### src/rtl/tw_mem_pkg.sv
package tw_mem_pkg;

   typedef enum logic [3:0] {
      ST_IDLE,
      ST_DEVSEL,
      ST_ACK_DEV,
      ST_WADDR,
      ST_ACK_WA,
      ST_WDATA,
      ST_ACK_WD,
      ST_RDATA,
      ST_RACK
   } tw_state_e;

   typedef struct packed {
      logic start;
      logic stop;
      logic rise;
      logic fall;
      logic sda;
   } tw_bus_ev_t;

endpackage

### src/rtl/tw_cond_det.sv
module tw_cond_det
   import tw_mem_pkg::*;
#(
   parameter int SYNC_STAGES = 2
) (
   input  logic       clk,
   input  logic       rst_n,
   input  logic       scl_i,
   input  logic       sda_i,
   output tw_bus_ev_t ev_o
);

   logic [SYNC_STAGES-1:0] scl_sh;
   logic [SYNC_STAGES-1:0] sda_sh;
   logic                   scl_q;
   logic                   sda_q;
   logic                   scl_s;
   logic                   sda_s;

   initial assert (SYNC_STAGES >= 1 && SYNC_STAGES <= 4)
      else $error("tw_cond_det: SYNC_STAGES out of range");

   generate
      if (SYNC_STAGES == 1) begin : g_single
         always_ff @(posedge clk or negedge rst_n) begin
            if (!rst_n) begin
               scl_sh <= '1;
               sda_sh <= '1;
            end else begin
               scl_sh <= scl_i;
               sda_sh <= sda_i;
            end
         end
      end else begin : g_chain
         always_ff @(posedge clk or negedge rst_n) begin
            if (!rst_n) begin
               scl_sh <= '1;
               sda_sh <= '1;
            end else begin
               scl_sh <= {scl_sh[SYNC_STAGES-2:0], scl_i};
               sda_sh <= {sda_sh[SYNC_STAGES-2:0], sda_i};
            end
         end
      end
   endgenerate

   assign scl_s = scl_sh[SYNC_STAGES-1];
   assign sda_s = sda_sh[SYNC_STAGES-1];

   always_ff @(posedge clk or negedge rst_n) begin
      if (!rst_n) begin
         scl_q <= 1'b1;
         sda_q <= 1'b1;
      end else begin
         scl_q <= scl_s;
         sda_q <= sda_s;
      end
   end

   always_comb begin
      ev_o.start = scl_s & scl_q & sda_q & ~sda_s;
      ev_o.stop  = scl_s & scl_q & ~sda_q & sda_s;
      ev_o.rise  = scl_s & ~scl_q;
      ev_o.fall  = ~scl_s & scl_q;
      ev_o.sda   = sda_s;
   end

endmodule

### src/rtl/tw_mem_array.sv
module tw_mem_array #(
   parameter int ADDR_W = 9,
   parameter int DATA_W = 8,
   localparam int DEPTH = 1 << ADDR_W
) (
   input  logic              clk,
   input  logic              rst_n,
   input  logic              we_i,
   input  logic [ADDR_W-1:0] waddr_i,
   input  logic [DATA_W-1:0] wdata_i,
   input  logic [ADDR_W-1:0] raddr_i,
   output logic [DATA_W-1:0] rdata_o
);

   logic [DATA_W-1:0] mem [DEPTH];

   initial assert (DEPTH <= 4096)
      else $error("tw_mem_array: depth too large");

   always_ff @(posedge clk) begin
      if (we_i) mem[waddr_i] <= wdata_i;
   end

   assign rdata_o = mem[raddr_i];

   AST_WRITE_LANDS: assert property (@(posedge clk) disable iff (!rst_n)
      we_i |=> mem[$past(waddr_i)] == $past(wdata_i));

endmodule

### src/rtl/twowire_bytemem.sv
module twowire_bytemem
   import tw_mem_pkg::*;
#(
   parameter int         PAGE_W      = 1,
   parameter int         SYNC_STAGES = 2,
   parameter logic [3:0] DEV_TYPE    = 4'b1010,
   localparam int        CS_W        = 3 - PAGE_W,
   localparam int        ADDR_W      = 8 + PAGE_W
) (
   input  logic            clk,
   input  logic            rst_n,
   input  logic            scl_i,
   input  logic            sda_i,
   output logic            sda_pull_o,
   input  logic [CS_W-1:0] sel_pins_i
);

   localparam int BYTE_W = 8;

   tw_bus_ev_t        ev;
   tw_state_e         state;
   logic [3:0]        bit_cnt;
   logic [BYTE_W-1:0] rx_sh;
   logic [BYTE_W-1:0] tx_sh;
   logic [ADDR_W-1:0] addr_q;
   logic              rw_q;
   logic              mack_q;
   logic              oe_q;
   logic              byte_done;
   logic              dev_hit;
   logic              we;
   logic [BYTE_W-1:0] rdata;

   initial assert (PAGE_W >= 1 && PAGE_W <= 2)
      else $error("twowire_bytemem: PAGE_W must be 1 or 2");

   tw_cond_det #(.SYNC_STAGES(SYNC_STAGES)) cond_i (
      .clk   (clk),
      .rst_n (rst_n),
      .scl_i (scl_i),
      .sda_i (sda_i),
      .ev_o  (ev)
   );

   assign byte_done = ev.fall && (bit_cnt == 4'd8);
   assign dev_hit   = (rx_sh[7:4] == DEV_TYPE) && (rx_sh[3:PAGE_W+1] == sel_pins_i);
   assign we        = (state == ST_WDATA) && byte_done;

   tw_mem_array #(.ADDR_W(ADDR_W), .DATA_W(BYTE_W)) mem_i (
      .clk     (clk),
      .rst_n   (rst_n),
      .we_i    (we),
      .waddr_i (addr_q),
      .wdata_i (rx_sh),
      .raddr_i (addr_q),
      .rdata_o (rdata)
   );

   always_ff @(posedge clk or negedge rst_n) begin
      if (!rst_n) begin
         state   <= ST_IDLE;
         bit_cnt <= '0;
         rx_sh   <= '0;
         tx_sh   <= '0;
         addr_q  <= '0;
         rw_q    <= 1'b0;
         mack_q  <= 1'b1;
         oe_q    <= 1'b0;
      end else if (ev.start) begin
         state   <= ST_DEVSEL;
         bit_cnt <= '0;
         oe_q    <= 1'b0;
      end else if (ev.stop) begin
         state   <= ST_IDLE;
         bit_cnt <= '0;
         oe_q    <= 1'b0;
      end else begin
         case (state)
            ST_DEVSEL, ST_WADDR, ST_WDATA: begin
               if (ev.rise) begin
                  rx_sh   <= {rx_sh[BYTE_W-2:0], ev.sda};
                  bit_cnt <= bit_cnt + 4'd1;
               end else if (byte_done) begin
                  if (state == ST_DEVSEL) begin
                     if (dev_hit) begin
                        oe_q                 <= 1'b1;
                        rw_q                 <= rx_sh[0];
                        addr_q[ADDR_W-1:8]   <= rx_sh[PAGE_W:1];
                        state                <= ST_ACK_DEV;
                     end else begin
                        state <= ST_IDLE;
                     end
                  end else if (state == ST_WADDR) begin
                     addr_q[7:0] <= rx_sh;
                     oe_q        <= 1'b1;
                     state       <= ST_ACK_WA;
                  end else begin
                     addr_q <= addr_q + {{(ADDR_W-1){1'b0}}, 1'b1};
                     oe_q   <= 1'b1;
                     state  <= ST_ACK_WD;
                  end
               end
            end
            ST_ACK_DEV: begin
               if (ev.fall) begin
                  bit_cnt <= '0;
                  if (rw_q) begin
                     tx_sh <= rdata;
                     oe_q  <= ~rdata[BYTE_W-1];
                     state <= ST_RDATA;
                  end else begin
                     oe_q  <= 1'b0;
                     state <= ST_WADDR;
                  end
               end
            end
            ST_ACK_WA, ST_ACK_WD: begin
               if (ev.fall) begin
                  bit_cnt <= '0;
                  oe_q    <= 1'b0;
                  state   <= ST_WDATA;
               end
            end
            ST_RDATA: begin
               if (ev.rise) begin
                  bit_cnt <= bit_cnt + 4'd1;
               end else if (ev.fall) begin
                  if (bit_cnt == 4'd8) begin
                     oe_q   <= 1'b0;
                     addr_q <= addr_q + {{(ADDR_W-1){1'b0}}, 1'b1};
                     state  <= ST_RACK;
                  end else begin
                     oe_q  <= ~tx_sh[BYTE_W-2];
                     tx_sh <= {tx_sh[BYTE_W-2:0], 1'b0};
                  end
               end
            end
            ST_RACK: begin
               if (ev.rise) begin
                  mack_q <= ev.sda;
               end else if (ev.fall) begin
                  bit_cnt <= '0;
                  if (!mack_q) begin
                     tx_sh <= rdata;
                     oe_q  <= ~rdata[BYTE_W-1];
                     state <= ST_RDATA;
                  end else begin
                     oe_q  <= 1'b0;
                     state <= ST_IDLE;
                  end
               end
            end
            default: ;
         endcase
      end
   end

   assign sda_pull_o = oe_q;

   AST_IDLE_RELEASED: assert property (@(posedge clk) disable iff (!rst_n)
      (state == ST_IDLE) |-> !sda_pull_o);

   AST_ACK_HELD_LOW: assert property (@(posedge clk) disable iff (!rst_n)
      (state inside {ST_ACK_DEV, ST_ACK_WA, ST_ACK_WD}) |-> sda_pull_o);

   AST_ADDR_STEP: assert property (@(posedge clk) disable iff (!rst_n)
      we |=> addr_q == ADDR_W'($past(addr_q) + 1'b1));

   AST_START_RESTARTS: assert property (@(posedge clk) disable iff (!rst_n)
      ev.start |=> (state == ST_DEVSEL) && !sda_pull_o);

   AST_STOP_IDLES: assert property (@(posedge clk) disable iff (!rst_n)
      ev.stop |=> state == ST_IDLE);

endmodule

### config.mk
export PLATFORM = sky130hd
export DESIGN_NAME = twowire_bytemem
export DESIGN_NICKNAME = d
export VERILOG_FILES = /design/src/rtl/tw_mem_pkg.sv /design/src/rtl/tw_cond_det.sv /design/src/rtl/tw_mem_array.sv /design/src/rtl/twowire_bytemem.sv
export SDC_FILE = /design/constraint.sdc
export NUM_CORES = 2
export LEC_CHECK = 0
export BUFFER_PORTS_ARGS = -buffer_cell sky130_fd_sc_hd__buf_2
export CORE_ASPECT_RATIO = 0.6
export CORE_MARGIN = 4
export CORE_UTILIZATION = 35
export DETAILED_ROUTE_END_ITERATION = 8
export GPL_ROUTABILITY_DRIVEN = 0
export PLACE_DENSITY = 0.56
export SLEW_MARGIN = 30
export SYNTH_ARGS = -nofsm -noshare
export SYNTH_HDL_FRONTEND = slang
export SYNTH_HIERARCHICAL = 1
export SYNTH_SLANG_ARGS = --single-unit
### constraint.sdc
create_clock -name clk -period 9.45 [get_ports clk]
set_input_delay 1.89 -clock clk [delete_from_list [all_inputs] [get_ports clk]]
set_output_delay 1.89 -clock clk [all_outputs]
set_load 0.02 [all_outputs]
==> impl_results.md <==
- Reg2reg setup slack: 3.58 ns
- Routed len/inst: 31.4 um
- Area Overhead vs Synth: 11.6%
- Crit path arrival time: 6.72 ns
- Clock Path Buffers: 4
- Sw frac: 22.9%
- Run status: finished, final reports clean
- Total grt overflow: 0
- Ys flop type: edfxtp_1
- Number of flops mapped to enable cells by yosys: 4096
- Max-cap viol count: 0
- Worst setup path endpoint: tx_sh[5]
- Gr usage total: 18.9%
- Count leader, synth: edfxtp_1
- Initial antenna violation count: 36
- Fin util: 39.3%
- Die width: 887 um
- Layout cells sized above 1: 17.5%
- Asr flop ratio synth: 0.991%
- Fin Setup TNS: 0 ns
- Clk_skew: 0.0462 ns
- CTS root buffer: clkbuf_16
- Nets: 8287
- Top-area cell type share of the netlist area: 75.9%
- Crit path from: addr_q[0]
- Final HPWL DP: 284 mm
- CP required: 10.30 ns
- Antenna Nets Post-Route: 0
- Worst skew pair latency: 0.94 ns
- DRC Markers: 0
- Cell Area, Synth: 162000 um2
- Area leader, netlist: edfxtp_1
- Synth area leaders: edfxtp_1, mux4_2, mux2i_1
- Worst rel slew slack: 21.2%
- Worst setup SP type: flip-flop
- Net Sw Power: 9.10 mW
- Logic pwr share: 5.9%
- Routed WL: 463 mm
- Syn. warnings: 6
- Cell depth of the worst flop-to-flop path: 13
- Post-Layout Inst Area: 181000 um2
- Die H: 535 um
- Largest net degree at the start of global routing: 206
- Synth Instances: 8257
- Post-DP Area: 169000 um2
- Setup-failing EPs final: 0
- Fmax: 170 MHz
- I/O Pins: 7
- RSZ-0062 raised after global routing: false
- Internal cell power: 30.6 mW
- 1st-pass router iterations: 6
- Crit-path max FO: 78
- First-pass GRT wire length: 648 mm
- CP Class: reg -> reg
- Hold_buf cts: 0
- Multi-input logic area: 35500 um2
- Hold Path Origin: cond_i/sda_sh[0]
- Clock share of power: 38.2%
- Setup crit end kind: flip-flop
- Register share of total power: 56.0%
- # rows: 193
- Fin crit share: 62.1%
- Critical R2R Capture: tx_sh[5]
- Seq/Total Area, Yosys: 76.5%
- Vias/cell: 5.83
- Clock transition at path regs: 0.06 ns
- Yosys reg bits: 4137
- Register area: 124000 um2
- Syn Area/Cell: 19.6 um2
- Number of global-route vias before repair: 81700
- Cells resized by post-CTS repair: 0
- Core box area: 461000 um2
- Fillers: 40800
- Max VDD drop: 0.229 mV
- Worst Tran Pin Value: 1.18 ns
- Reg2reg start: addr_q[0]
- Final min period: 5.87 ns
- Die area: 475000 um2
- Pwr dens: 220 nW/um2
- Clock Sinks: 4137
- CTS tree: done
- Cell variety after synth: 81
- H-tree depth: 5
- Post-CTS setup buffer count: 0
- Worst hold path class: reg -> reg
- PortBufs: 6
- Initial Util: 35.2%
- Net Count, Synth: 8266
- Slew Viols, Final: 0
- TritonCTS Buffers: 368
- Top cells by count, synth: edfxtp_1, mux2i_1, mux4_2
- Final Hold Vio Count: 0
- Via count: 85800
- Leak: 51.7 nW
- Starting DRC count in detailed routing: 13000
worst max-delay path: stages (launching register included):
cell,delay [ns]
dfrtp_4,0.99
buf_12,0.53
buf_4,0.64
mux2i_1,0.18
o221ai_1,0.67
a21oi_1,0.34
nor4_1,0.54
nand4_1,0.47
nor4_2,0.40
buf_4,0.26
o2111a_1,0.22
nand2_1,0.08
nand2_1,0.12
mux2_2,0.15
cell families after synthesis:
logic type               after synthesis  synth area share (%)
XOR/XNOR                               3                0.0162
adder cells (fa/ha/maj)                3                0.0232
buffers and inverters                535                  1.88
AND/OR/NAND/NOR                     1072                  2.92
AO/OA/AOI/OAI                       1035                  4.50
flip-flops                          4137                  76.5
multiplexers                        1472                  14.2
cell type report:
type / instances / share of cell area (%)
inverters: 11 / 0.0270
diodes: 6 / 0.00830
repair buffers: 175 / 1.01
multi-input cells: 3585 / 19.6
clock inverters: 215 / 1.12
clock buffers: 449 / 5.43
flip-flops and latches: 4137 / 68.6
well taps: 6142 / 4.25
per-stage QoR:
stage                     hold slack (ns)  instances  power [mW]  setup slack (ns)
after global placement              0.353      14000        24.8              2.63
final                               0.355      14700        39.7              3.58
after floorplan                     0.345       8257        24.4              1.79
after detailed placement            0.347      14000        25.0              3.75
after global routing                0.360      14700        41.0              3.40
after CTS                           0.356      14700        40.0              3.71
power by group through the flow:
stage	registers, mW	logic, mW	clock network, mW
2_1_floorplan	24.2	0.229	0
3_3_place_gp	22.7	2.10	0
3_5_place_dp	22.7	2.28	0
4_1_cts	22.3	2.28	15.5
5_1_grt	22.2	2.49	16.3
6_report	22.2	2.33	15.2
flip-flops by register name, indices dropped and copies added, names as in the netlist, 2 cells and up:
| register | count |
|---|---|
| rx_sh | 8 |
| cond_i/scl_sh | 2 |
| mem_i/mem | 4096 |
| tx_sh | 7 |
| bit_cnt | 4 |
| state | 4 |
| cond_i/sda_sh | 2 |
| addr_q | 9 |
cell usage in the layout, fill, tap and decap left out, drive strengths merged, types with 37 or more instances in the layout:
| cell type | count |
|---|---|
| mux4 | 654 |
| buf | 175 |
| nand3 | 46 |
| a21oi | 207 |
| bufinv | 37 |
| nor3 | 115 |
| o22ai | 166 |
| clkinv | 155 |
| edfxtp | 4096 |
| a22oi | 63 |
| nand2 | 140 |
| mux2i | 802 |
| clkbuf | 449 |
| nor4 | 38 |
| nor2 | 608 |
| o21ai | 135 |
| o221ai | 372 |
metal layers:
metal  wire [um]  up-vias  GRT usage (%)  part of all wire (%)
met5          86        -              0                 0.019
met4        8320       12           3.33                   1.8
met3       64400      533           6.86                    14
met2      182000     4953           24.2                    39
met1      208000    46000           30.4                    45
li1            -    34300              -                     -
worst min path at each step:
stage	end	slack, ns	cells after the start
after floorplan	cond_i/scl_sh[1]	0.35	0
after global placement	cond_i/sda_sh[1]	0.35	0
after detailed placement	cond_i/sda_sh[1]	0.35	0
after CTS	cond_i/sda_sh[1]	0.36	0
after global routing	cond_i/sda_sh[1]	0.36	0
final	cond_i/sda_sh[1]	0.35	0
Note: power is estimated with default switching activity, not from simulation.
